File: src/rtl/pm_seq_pkg.sv
// Shared types for the power event script sequencer.
// Assumes a 32-bit instruction word with message on top, then delay, then next index.
package pm_seq_pkg;

    localparam int MSG_W = 16;
    localparam int DLY_W = 8;
    localparam int PTR_W = 8;
    localparam int NGRP  = 3;
    localparam int NKIND = 4;

    // Event kinds, listed in falling priority
    typedef enum logic [1:0] {
        EV_WARM   = 2'd0,
        EV_SLEEP  = 2'd1,
        EV_WAKE12 = 2'd2,
        EV_WAKE3  = 2'd3
    } ev_kind_e;

    typedef enum logic [1:0] {
        ST_IDLE,
        ST_FETCH,
        ST_ISSUE,
        ST_HOLD
    } seq_st_e;

    typedef struct packed {
        logic [MSG_W-1:0] msg;
        logic [DLY_W-1:0] dly;
        logic [PTR_W-1:0] nxt;
    } ins_t;

    localparam int INS_W = $bits(ins_t);

endpackage

File: src/rtl/pm_evt_arb.sv
// Event latch and fixed-priority arbiter.
// Gates wakeup and warm-reset requests with the per-group enables, holds one
// pending flag per event kind and offers the highest-priority one.
// Assumes take is raised only while grant_vld is high.
module pm_evt_arb
    import pm_seq_pkg::*;
(
    input  logic            clk,
    input  logic            rst_n,
    input  logic            sleep_req,
    input  logic [NGRP-1:0] wake_req,
    input  logic [NGRP-1:0] wrst_req,
    input  logic [NGRP-1:0] wake_en,
    input  logic [NGRP-1:0] wrst_en,
    input  logic            take,
    output logic            grant_vld,
    output ev_kind_e        grant_kind
);

    logic [NKIND-1:0] pend_q;
    logic [NKIND-1:0] set_v;
    logic [NKIND-1:0] clr_v;

    // Qualify incoming requests by kind
    always_comb begin
        set_v            = '0;
        set_v[EV_WARM]   = |(wrst_req & wrst_en);
        set_v[EV_SLEEP]  = sleep_req;
        set_v[EV_WAKE12] = |(wake_req[1:0] & wake_en[1:0]);
        set_v[EV_WAKE3]  = wake_req[2] & wake_en[2];
    end

    // Pick the lowest-numbered pending kind
    always_comb begin
        grant_vld  = 1'b0;
        grant_kind = EV_WARM;
        for (int k = NKIND - 1; k >= 0; k--) begin
            if (pend_q[k]) begin
                grant_vld  = 1'b1;
                grant_kind = ev_kind_e'(k);
            end
        end
    end

    // Clear mask for the accepted kind
    always_comb begin
        clr_v = '0;
        if (take) clr_v[grant_kind] = 1'b1;
    end

    // Pending flags: cleared on acceptance, set by new requests
    always_ff @(posedge clk) begin
        if (!rst_n) pend_q <= '0;
        else        pend_q <= (pend_q & ~clr_v) | set_v;
    end

endmodule

File: src/rtl/pm_dly_timer.sv
// Delay down-counter for the gap after each message.
// Loads the delay byte when a message is issued and counts down while enabled.
// Assumes load and dec are never high together.
module pm_dly_timer #(
    parameter int W = 8
) (
    input  logic         clk,
    input  logic         rst_n,
    input  logic         load,
    input  logic [W-1:0] load_val,
    input  logic         dec,
    output logic         zero
);

    logic [W-1:0] cnt_q;

    // Count register
    always_ff @(posedge clk) begin
        if (!rst_n)    cnt_q <= '0;
        else if (load) cnt_q <= load_val;
        else if (dec)  cnt_q <= cnt_q - 1'b1;
    end

    // Expiry flag
    assign zero = (cnt_q == '0);

endmodule

File: src/rtl/pm_script_seq.sv
// Power event script sequencer top.
// Fetches linked instructions from a synchronous script memory (one-cycle read
// latency), strobes each message, waits its delay and follows the next index
// until the terminator (all-ones index). Start index per event kind.
// Assumes IDX_W <= 8 and that every chain ends at the terminator.
module pm_script_seq
    import pm_seq_pkg::*;
#(
    parameter int IDX_W = 6
) (
    input  logic              clk,
    input  logic              rst_n,
    input  logic              sleep_req_i,
    input  logic [NGRP-1:0]   wake_req_i,
    input  logic [NGRP-1:0]   wrst_req_i,
    input  logic [NGRP-1:0]   wake_en_i,
    input  logic [NGRP-1:0]   wrst_en_i,
    input  logic [IDX_W-1:0]  a2s_start_i,
    input  logic [IDX_W-1:0]  s2a12_start_i,
    input  logic [IDX_W-1:0]  s2a3_start_i,
    input  logic [IDX_W-1:0]  warm_start_i,
    output logic              mem_rd_o,
    output logic [IDX_W+1:0]  mem_addr_o,
    input  logic [INS_W-1:0]  mem_rdata_i,
    output logic              msg_vld_o,
    output logic [MSG_W-1:0]  msg_o,
    output logic              busy_o
);

    localparam logic [PTR_W-1:0] TERM     = PTR_W'((2 ** IDX_W) - 1);
    localparam logic [IDX_W-1:0] TERM_IDX = TERM[IDX_W-1:0];

    seq_st_e          st_q;
    logic [IDX_W-1:0] idx_q;
    logic [PTR_W-1:0] nxt_q;
    logic [MSG_W-1:0] msg_q;
    logic             vld_q;
    logic             grant_vld;
    ev_kind_e         grant_kind;
    logic             take;
    logic [IDX_W-1:0] start_sel;
    logic             tmr_zero;
    ins_t             ins;

    assign ins  = ins_t'(mem_rdata_i);
    assign take = (st_q == ST_IDLE) && grant_vld;

    pm_evt_arb u_arb (
        .clk        (clk),
        .rst_n      (rst_n),
        .sleep_req  (sleep_req_i),
        .wake_req   (wake_req_i),
        .wrst_req   (wrst_req_i),
        .wake_en    (wake_en_i),
        .wrst_en    (wrst_en_i),
        .take       (take),
        .grant_vld  (grant_vld),
        .grant_kind (grant_kind)
    );

    pm_dly_timer #(.W(DLY_W)) u_tmr (
        .clk      (clk),
        .rst_n    (rst_n),
        .load     (st_q == ST_ISSUE),
        .load_val (ins.dly),
        .dec      ((st_q == ST_HOLD) && !tmr_zero),
        .zero     (tmr_zero)
    );

    // Start index for the granted event kind
    always_comb begin
        case (grant_kind)
            EV_WARM:   start_sel = warm_start_i;
            EV_SLEEP:  start_sel = a2s_start_i;
            EV_WAKE12: start_sel = s2a12_start_i;
            default:   start_sel = s2a3_start_i;
        endcase
    end

    // Sequencer: idle -> fetch -> issue -> hold (delay) -> fetch or idle
    always_ff @(posedge clk) begin
        if (!rst_n) begin
            st_q  <= ST_IDLE;
            idx_q <= '0;
            nxt_q <= '0;
            msg_q <= '0;
            vld_q <= 1'b0;
        end else begin
            vld_q <= 1'b0;
            case (st_q)
                ST_IDLE: begin
                    if (grant_vld && (start_sel != TERM_IDX)) begin
                        idx_q <= start_sel;
                        st_q  <= ST_FETCH;
                    end
                end
                ST_FETCH: st_q <= ST_ISSUE;
                ST_ISSUE: begin
                    msg_q <= ins.msg;
                    nxt_q <= ins.nxt;
                    vld_q <= 1'b1;
                    st_q  <= ST_HOLD;
                end
                default: begin
                    if (tmr_zero) begin
                        if (nxt_q == TERM) begin
                            st_q <= ST_IDLE;
                        end else begin
                            idx_q <= nxt_q[IDX_W-1:0];
                            st_q  <= ST_FETCH;
                        end
                    end
                end
            endcase
        end
    end

    assign mem_rd_o   = (st_q == ST_FETCH);
    assign mem_addr_o = {idx_q, 2'b00};
    assign msg_vld_o  = vld_q;
    assign msg_o      = msg_q;
    assign busy_o     = (st_q != ST_IDLE);

endmodule

File: config.mk
export PLATFORM = sky130hd
export DESIGN_NAME = pm_script_seq
export DESIGN_NICKNAME = d
export VERILOG_FILES = /design/src/rtl/pm_seq_pkg.sv /design/src/rtl/pm_evt_arb.sv /design/src/rtl/pm_dly_timer.sv /design/src/rtl/pm_script_seq.sv
export SDC_FILE = /design/constraint.sdc
export NUM_CORES = 1
export LEC_CHECK = 0
export BUFFER_PORTS_ARGS = -buffer_cell sky130_fd_sc_hd__buf_2
export CORE_UTILIZATION = 50
export CTS_BUF_LIST = sky130_fd_sc_hd__clkbuf_8
export CTS_CLUSTER_SIZE = 12
export DETAILED_ROUTE_END_ITERATION = 8
export PLACE_DENSITY = 0.89
export SKIP_LAST_GASP = 1
export SLEW_MARGIN = 5
export SYNTH_ARGS = -nofsm -noshare
export SYNTH_HDL_FRONTEND = slang
export SYNTH_SLANG_ARGS = --single-unit
File: constraint.sdc
create_clock -name clk -period 2.25 [get_ports clk]
set_input_delay 0.225 -clock clk [delete_from_list [all_inputs] [get_ports clk]]
set_output_delay 0.225 -clock clk [all_outputs]
set_load 0.01 [all_outputs]
==> results.json, run 1 <==
{
  "synthSimpleGateAreaFrac_pct": 22.8,
  "synth_fa_ha_area_share_pct": 3.15,
  "syn_inst": 261,
  "hold_ws_ps": 164,
  "final_core_util_pct": 66.9,
  "skew_ps": 5.69,
  "drc": 4,
  "end_kind": "flip-flop",
  "place_congestion": 0.932,
  "status": "complete, but fails checks",
  "final_layout_size_suffix_gt1_share_pct": 32.8,
  "clk_latency_ps": 290,
  "ys_ff_latch": 45,
  "start_util_pct": 53.2,
  "hold_viol": 0,
  "grt_first_pass_wirelength_um": 8770,
  "hp-class": "input pin to flip-flop",
  "fin_setup_tns_ps": 0,
  "reg2reg_depth": 6,
  "crit_chain": "and2b_1 -> a211oi_1 -> o31ai_1 -> nand4_2 -> o21ai_4 -> mux2i_1",
  "fin_nets": 427,
  "path_class": "flip-flop to flip-flop",
  "crit_path_top_delay_cell": "dfxtp_1",
  "numCtsBuffers": 5,
  "cp.arrival_ps": 2270,
  "synth_area_leaders": "dfxtp_1 (38%), mux2i_1 (13%), nor2b_1 (8.9%), nand2_1 (3.5%), ha_1 (3.2%)",
  "vias": 2121,
  "avgViaCountPerCell": 5.26,
  "cts.clk_slew.worst_paths_ps": 80,
  "fin_ws_ps": 208,
  "cts_hold_buf": 0,
  "cts_resized": 0,
  "ir_worst_vdd_v": 0.000497,
  "tightest_slew_ps": 527,
  "multiInputGateArea_um2": 1380,
  "synthMuxAreaShare_pct": 13.5,
  "crit_required_ps": 2470,
  "powerDensity_nw_per_um2": 1040,
  "synth_compound_area_share_pct": 15.5,
  "violations": "design-rule violations",
  "core-area_um2": 4470,
  "die_y_um": 71.0,
  "rsz0062_at_grt": "no",
  "root_buffer": "clkbuf_8",
  "cp.depth": 6,
  "reg2reg_to": "idx_q[3]",
  "num_io_pins": 98,
  "async_flop_share_pct": 0,
  "die-area_um2": 5040,
  "cp-start-kind": "flip-flop",
  "drt_iter0_drc": 114,
  "ys.warnings.count": 0,
  "wire_per_inst_um": 13.6,
  "totalWireLength_um": 5480,
  "dp.cells": 395,
  "antenna_found_initial": 0,
  "synth_area_per_cell_um2": 9.12,
  "dr.pass1.iters": 6,
  "fmax_mhz": 490,
  "row_count": 24,
  "cts_tree": "yes",
  "grt_max_degree": 40,
  "track_usage_pct": 21.8,
  "io_buffers": 95,
  "ant_nets": 0,
  "post_cts_buffers": 0,
  "dp_hpwl_um": 4090,
  "rr_startpoint": "u_arb.pend_q[2]",
  "synth_top_cell_area_share_pct": 37.8,
  "synth_area_leader_cell": "dfxtp_1",
  "num-fill-cells": 365,
  "clockBufferDepth": 2,
  "p_leak_nw": 1.31,
  "fin_cells": 403,
  "ys_types": 44,
  "endpoint": "idx_q[3]",
  "crit_start": "u_arb.pend_q[2]",
  "netlist_area_um2": 2380,
  "synth_seq_area_share_pct": 37.8,
  "overflow": 0,
  "critPathMaxStageDelay_ps": 430,
  "synthXorXnorAreaFrac_pct": 2.57,
  "grt_pass1_vias": 1995,
  "period_share_pct": 90.8,
  "synth_top_family_by_area": "simple AND/OR/NAND/NOR gates",
  "synth_ff_type": "dfxtp_1",
  "crit_family": "compound AO/OA/AOI/OAI gates",
  "pre_cts_ws_ps": 201,
  "cp.buffers_inverters": 0,
  "min_period_ps": 2040,
  "cp_max_fo": 13,
  "cts.htree.levels": 2,
  "max_cap_violations": 0,
  "finalSetupViolCount": 0,
  "drv_slew": 0,
  "cts_num_sinks": 45,
  "synth_edf_count": 0,
  "areaGrowthSynthToFinish_pct": 25.7,
  "die-width_um": 71.0,
  "diodes": 0,
  "final-seq-area_um2": 901,
  "synth_commonest_cells": "dfxtp_1 (45), nor2b_1 (34), mux2i_1 (32)",
  "synthMostInstantiatedCell": "dfxtp_1",
  "ff2ff_setup_slack_ps": 210,
  "relSlewSlack_pct": 64.8
}
-- metal layers --
layer,vias up,wire length (um),track usage [%]
li1,1082,-,-
met1,950,2250,24.7
met2,79,2820,40.5
met3,10,322,4.13
met4,0,91,8.22
met5,-,0,0
-- worst min path at each step --
stage	depth (start not counted)	slack (ps)	from	end
2_1_floorplan	2	360	sleep_req_i	u_arb.pend_q[1]
3_3_place_gp	2	440	idx_q[3]	idx_q[3]
3_5_place_dp	2	450	idx_q[4]	idx_q[4]
4_1_cts	3	160	sleep_req_i	u_arb.pend_q[1]
5_1_grt	3	150	sleep_req_i	u_arb.pend_q[1]
6_report	3	160	sleep_req_i	u_arb.pend_q[1]
-- report_power, final --
part           switching, mW  internal, mW
sequential             0.157          1.00
combinational          0.708         0.622
clock                  0.266         0.358
total                   1.13          1.98
-- worst reg2reg max path, cell delays in order (launching register included) --
cell	delay (ps)
dfxtp_1	430
and2b_1	310
a211oi_1	80
o31ai_1	410
nand4_2	220
o21ai_4	310
mux2i_1	220
-- per-stage QoR --
stage          area (um2)  total power, mW
2_1_floorplan        2380             2.11
3_3_place_gp         2880             2.43
3_5_place_dp         2880             2.48
4_1_cts              2990             3.12
5_1_grt              2990             3.29
6_report             2990             3.11
-- logic make-up (layout without fill, tap and decap cells) --
logic type | count (synthesis) | after routing
other | 1 | 2
buffers and inverters | 23 | 112
flip-flops | 45 | 45
AND/OR/NAND/NOR | 95 | 95
multiplexers | 32 | 32
XOR/XNOR | 7 | 7
AO/OA/AOI/OAI | 52 | 52
adder cells (fa/ha/maj) | 6 | 6
-- flip-flops by register name, summed over array words and instances, names as in the netlist --
name / flops
st_q: 2
idx_q: 6
msg_o: 16
nxt_q: 8
msg_vld_o: 1
u_tmr.cnt_q: 8
u_arb.pend_q: 4
-- cell type report --
cell class | instances | area share (%)
clock buffer | 6 | 2.76
clock inverter | 2 | 1.13
tap | 52 | 2.17
inverter | 6 | 0.752
multi-input combinational | 194 | 46.1
timing repair buffer | 98 | 17.0
sequential | 45 | 30.1
-- layout by cell type (no fill, tap or decap), types with 2 or more instances in the layout --
cell type and instances:
o2bb2ai_1 2, a21oi_1 7, clkbuf_8 6, mux2i_1 32, nor2b_1 34, nor2_1 14, buf_4 2, o31ai_1 4
a22oi_1 4, xor2_1 5, o21ai_2 2, nand4b_1 4, a21boi_0 2, xnor2_1 2, nor3_1 4, conb_1 2
and2_1 4, dfxtp_1 45, o21bai_1 4, buf_2 95, a211oi_1 5, o21ai_0 13, a22o_1 4, nand2_1 22
nand2b_1 2, nand3_1 2, inv_1 7, ha_1 5
No activity file was read; power rests on OpenSTA's default activity.
==> inputs of run 2 (changes only) <==
==> constraint.sdc (replaced) <==
create_clock -name clk -period 2.25 [get_ports clk]
set_input_delay 0.3375 -clock clk [delete_from_list [all_inputs] [get_ports clk]]
set_output_delay 0.3375 -clock clk [all_outputs]
set_load 0.01 [all_outputs]
==> run 2 against run 1 <==
Compared with the run above:
- the run still ends with design-rule violations left
- sequential share of layout area grew 0.19 points
- global-route usage shrank 0.48 points
- clock power shrank 18%
- clock skew shrank 2.0 ps
- largest cell class unchanged
- highest routed layer unchanged
==> results.json, run 2 (same netlist as run 1, synthesis figures left out) <==
{
  "wire_per_inst_um": 13.1,
  "post_cts_buffers": 0,
  "crit_path_top_delay_cell": "dfxtp_1",
  "die-area_um2": 5040,
  "row_count": 24,
  "rr_startpoint": "u_arb.pend_q[2]",
  "period_share_pct": 90.2,
  "p_leak_nw": 1.29,
  "path_class": "flip-flop to flip-flop",
  "fin_cells": 403,
  "ir_worst_vdd_v": 0.000518,
  "crit_family": "simple AND/OR/NAND/NOR gates",
  "violations": "design-rule violations",
  "min_period_ps": 2030,
  "min-delay-start": "sleep_req_i",
  "totalWireLength_um": 5290,
  "overflow": 0,
  "grt_pass1_vias": 2018,
  "vias": 2154,
  "final_common_cell": "buf_2",
  "fin_ws_ps": 221,
  "finalSetupViolCount": 0,
  "clockBufferDepth": 2,
  "fin_nets": 428,
  "die-width_um": 71.0,
  "place_area_um2": 2890,
  "final_layout_size_suffix_gt1_share_pct": 33.0,
  "cp.buffers_inverters": 0,
  "grt_max_degree": 39,
  "fmax_mhz": 493,
  "power.total_mw": 3.00,
  "fin_area_um2": 2980,
  "cp.arrival_ps": 2260,
  "drv_slew": 0,
  "diodes": 0,
  "cp_max_fo": 13,
  "dp_hpwl_um": 4090,
  "crit_required_ps": 2480,
  "cts_hold_buf": 0,
  "cts.clk_slew.worst_paths_ps": 80,
  "root_buffer": "clkbuf_8",
  "powerDensity_nw_per_um2": 1010,
  "final_cell_mix": "buf_2 (95), dfxtp_1 (45), nor2b_1 (34)",
  "crit_start": "u_arb.pend_q[2]",
  "grt_first_pass_wirelength_um": 8440,
  "relSlewSlack_pct": 62.5,
  "areaGrowthSynthToFinish_pct": 25.0,
  "cp-start-kind": "flip-flop",
  "place_congestion": 0.879,
  "drt_iter0_drc": 111,
  "end_kind": "flip-flop",
  "dp.cells": 396,
  "die_y_um": 71.0,
  "cts_tree": "yes",
  "tightest_slew_ps": 562,
  "status": "complete, but fails checks",
  "skew_ps": 3.65,
  "start_util_pct": 53.2,
  "num_io_pins": 98,
  "core-area_um2": 4470,
  "numCtsBuffers": 5,
  "num-fill-cells": 379,
  "clk_latency_ps": 300,
  "crit_chain": "or4b_1 -> nor2_1 -> nor3_1 -> nand4_2 -> o21ai_4 -> mux2i_1",
  "largest_reg_flops": 16,
  "hold_viol": 0,
  "hold_ws_ps": 276,
  "hp-class": "input pin to flip-flop",
  "antenna_found_initial": 0,
  "dr.pass1.iters": 8,
  "cts.htree.levels": 2,
  "pre_cts_ws_ps": 263,
  "final_core_util_pct": 66.5,
  "fin_setup_tns_ps": 0,
  "max_cap_violations": 0,
  "track_usage_pct": 21.3,
  "cts_resized": 0,
  "drc": 4,
  "rsz0062_at_grt": "no",
  "cts_num_sinks": 45,
  "avgViaCountPerCell": 5.34,
  "ant_nets": 0,
  "critPathMaxStageDelay_ps": 560,
  "io_buffers": 95
}
==> run 2: cell count changes in the layout (fill, tap and decap cells not counted) <==
cell        before  now
buf_4            2    3
bufinv_16        1    0
clkinvlp_4       0    1
inv_1            7    6
==> run 2: layout make-up <==
cell class | instances | area, um2 | area share [%]
multi-input combinational | 194 | 1380 | 46.3
sequential | 45 | 901 | 30.3
timing repair buffer | 99 | 518 | 17.4
clock buffer | 6 | 82.6 | 2.78
tap | 52 | 65.1 | 2.19
inverter | 6 | 22.5 | 0.757
clock inverter | 1 | 7.51 | 0.252
==> run 2: final timing paths <==
check / to / slack [ps] / cells after the start
max: idx_q[5] / 220 / 6
min: u_arb.pend_q[1] / 280 / 3
max reg2reg: idx_q[5] / 220 / 6
min reg2reg: idx_q[1] / 460 / 2
==> run 2: per-layer routing <==
layer | routed length, um | GRT usage, % | vias to the layer above | share of wire, %
met2 | 2700 | 37.2 | 75 | 51
met1 | 2150 | 24.4 | 982 | 41
met5 | 0 | 0 | - | 0
met4 | 146 | 9.33 | 0 | 2.8
li1 | - | - | 1081 | -
met3 | 294 | 6.13 | 16 | 5.6
==> run 2: report_power, final <==
| group | internal [mW] | leakage [nW] | switching (mW) | total [mW] |
|---|---|---|---|---|
| registers | 1.00 | 0.367 | 0.152 | 1.15 |
| logic | 0.644 | 0.880 | 0.693 | 1.34 |
| clock network | 0.243 | 0.0433 | 0.269 | 0.511 |
==> run 2: worst min-delay path, cell delays in order <==
cell	delay (ps)
buf_2	80
a21oi_1	30
nor2b_1	90
==> inputs of run 3 (changes only) <==
==> constraint.sdc (replaced) <==
create_clock -name clk -period 2.52 [get_ports clk]
set_input_delay 0.378 -clock clk [delete_from_list [all_inputs] [get_ports clk]]
set_output_delay 0.378 -clock clk [all_outputs]
set_load 0.01 [all_outputs]
==> run 3 against run 2 <==
Compared with the run above:
- the run still ends with design-rule violations left
- sequential power down 10%
- flip-flop and latch count unchanged
- routed wire length down 4.6%
- combinational power down 14%
- die area unchanged
- sequential share of layout area up 0.18 points
- register-to-register slack better by 270 ps
- first-iteration DRC count up 21%
- via count down 2.4%
- non-clock buffer count down 2
- setup slack better by 270 ps
- largest power group unchanged
- maximum frequency about the same
- critical path type unchanged
==> results.json, run 3 (same netlist as run 1, synthesis figures left out) <==
{
  "place_area_um2": 2860,
  "drt_iter0_drc": 134,
  "dr.pass1.iters": 6,
  "skew_ps": 4.97,
  "max_cap_violations": 0,
  "hold_viol": 0,
  "relSlewSlack_pct": 65.6,
  "status": "complete, but fails checks",
  "power.total_mw": 2.65,
  "hold_ws_ps": 314,
  "die_y_um": 71.0,
  "ir_worst_vdd_v": 0.000521,
  "start_util_pct": 53.2,
  "fin_nets": 426,
  "final_common_cell": "buf_2",
  "cts_num_sinks": 45,
  "grt_first_pass_wirelength_um": 8600,
  "hp-class": "input pin to flip-flop",
  "min_period_ps": 2030,
  "totalWireLength_um": 5040,
  "grtUsageMet2_pct": 38.0,
  "final_layout_size_suffix_gt1_share_pct": 32.9,
  "fin_area_um2": 2960,
  "num-fill-cells": 385,
  "cp-start-kind": "flip-flop",
  "rsz0062_at_grt": "no",
  "path_class": "flip-flop to flip-flop",
  "cts.clk_slew.worst_paths_ps": 90,
  "post_cts_buffers": 0,
  "crit_required_ps": 2750,
  "overflow": 0,
  "use_met1_pct": 24.9,
  "dp.cells": 394,
  "io_buffers": 95,
  "cp.buffers_inverters": 0,
  "cts_resized": 0,
  "grt.busiest_layer": "met2",
  "final_cell_mix": "buf_2 (95), dfxtp_1 (45), nor2b_1 (34)",
  "die-area_um2": 5040,
  "fin_setup_tns_ps": 0,
  "cts_hold_buf": 0,
  "crit_path_top_delay_cell": "dfxtp_1",
  "die-width_um": 71.0,
  "row_count": 24,
  "cp_max_fo": 16,
  "core-area_um2": 4470,
  "violations": "design-rule violations",
  "clk_latency_ps": 300,
  "fin_cells": 402,
  "root_buffer": "clkbuf_8",
  "cts_tree": "yes",
  "powerDensity_nw_per_um2": 897,
  "avgViaCountPerCell": 5.23,
  "diodes": 0,
  "end_kind": "flip-flop",
  "cp.arrival_ps": 2260,
  "dp_hpwl_um": 3890,
  "p_leak_nw": 1.29,
  "period_share_pct": 80.6,
  "critPathMaxStageDelay_ps": 580,
  "crit_family": "simple AND/OR/NAND/NOR gates",
  "areaGrowthSynthToFinish_pct": 24.2,
  "wire_per_inst_um": 12.5,
  "ant_nets": 0,
  "drc": 4,
  "num_io_pins": 98,
  "finalSetupViolCount": 0,
  "crit_chain": "or4b_1 -> nor2_1 -> nor3_1 -> nand4_2 -> o21ai_4 -> mux2i_1",
  "track_usage_pct": 21.3,
  "cts.htree.levels": 2,
  "drv_slew": 0,
  "clockBufferDepth": 2,
  "tightest_slew_ps": 512,
  "grt_pass1_vias": 2037,
  "place_congestion": 0.855,
  "grt_use_met3_pct": 4.84,
  "largest_reg_flops": 16,
  "grt_max_degree": 38,
  "vias": 2103,
  "antenna_found_initial": 0,
  "fmax_mhz": 492,
  "numCtsBuffers": 5
}
==> run 3: cell types whose count changed in the layout (fill, tap and decap cells not counted), sizes merged <==
cell / delta
clkinv: +1
buf: -2
inv: +1
clkinvlp: -1
==> run 3: power by group <==
group          internal [mW]  leakage [nW]  switching [mW]  total [mW]
clock                  0.228        0.0518           0.249       0.476
sequential             0.893         0.367           0.135        1.03
combinational          0.544         0.868           0.604        1.15
==> run 3: per-layer routing <==
metal / part of all wire [%] / wire (um)
met5: 0 / 0
met4: 1.4 / 72
met3: 4.6 / 233
met2: 50 / 2500
met1: 44 / 2240
==> run 3: final timing paths <==
path | startpoint | end | slack (ps) | depth (start not counted)
worst min register to register | idx_q[5] | idx_q[5] | 460 | 2
worst max-delay path | u_arb.pend_q[0] | idx_q[0] | 490 | 6
worst min-delay path | sleep_req_i | u_arb.pend_q[1] | 310 | 3
worst max register to register | u_arb.pend_q[0] | idx_q[0] | 490 | 6
==> run 3: cell type report <==
class	instances	area, um2	area share, %
Clock inverter	2	17.5	0.592
Multi-Input combinational cell	194	1380	46.6
Inverter	6	22.5	0.761
Sequential cell	45	901	30.5
Timing Repair Buffer	97	490	16.6
Clock buffer	6	82.6	2.79
Tap cell	52	65.1	2.20
==> run 3: worst min-delay path, cell delays in order <==
cell and delay (ps):
buf_2 70, a21oi_1 30, nor2b_1 90
==> run 3: per-stage QoR <==
step	setup slack, ps	utilization (%)
6_report	489	66.1
5_1_grt	222	66.1
4_1_cts	471	66.1
3_5_place_dp	487	63.9
3_3_place_gp	609	63.9
2_1_floorplan	843	-
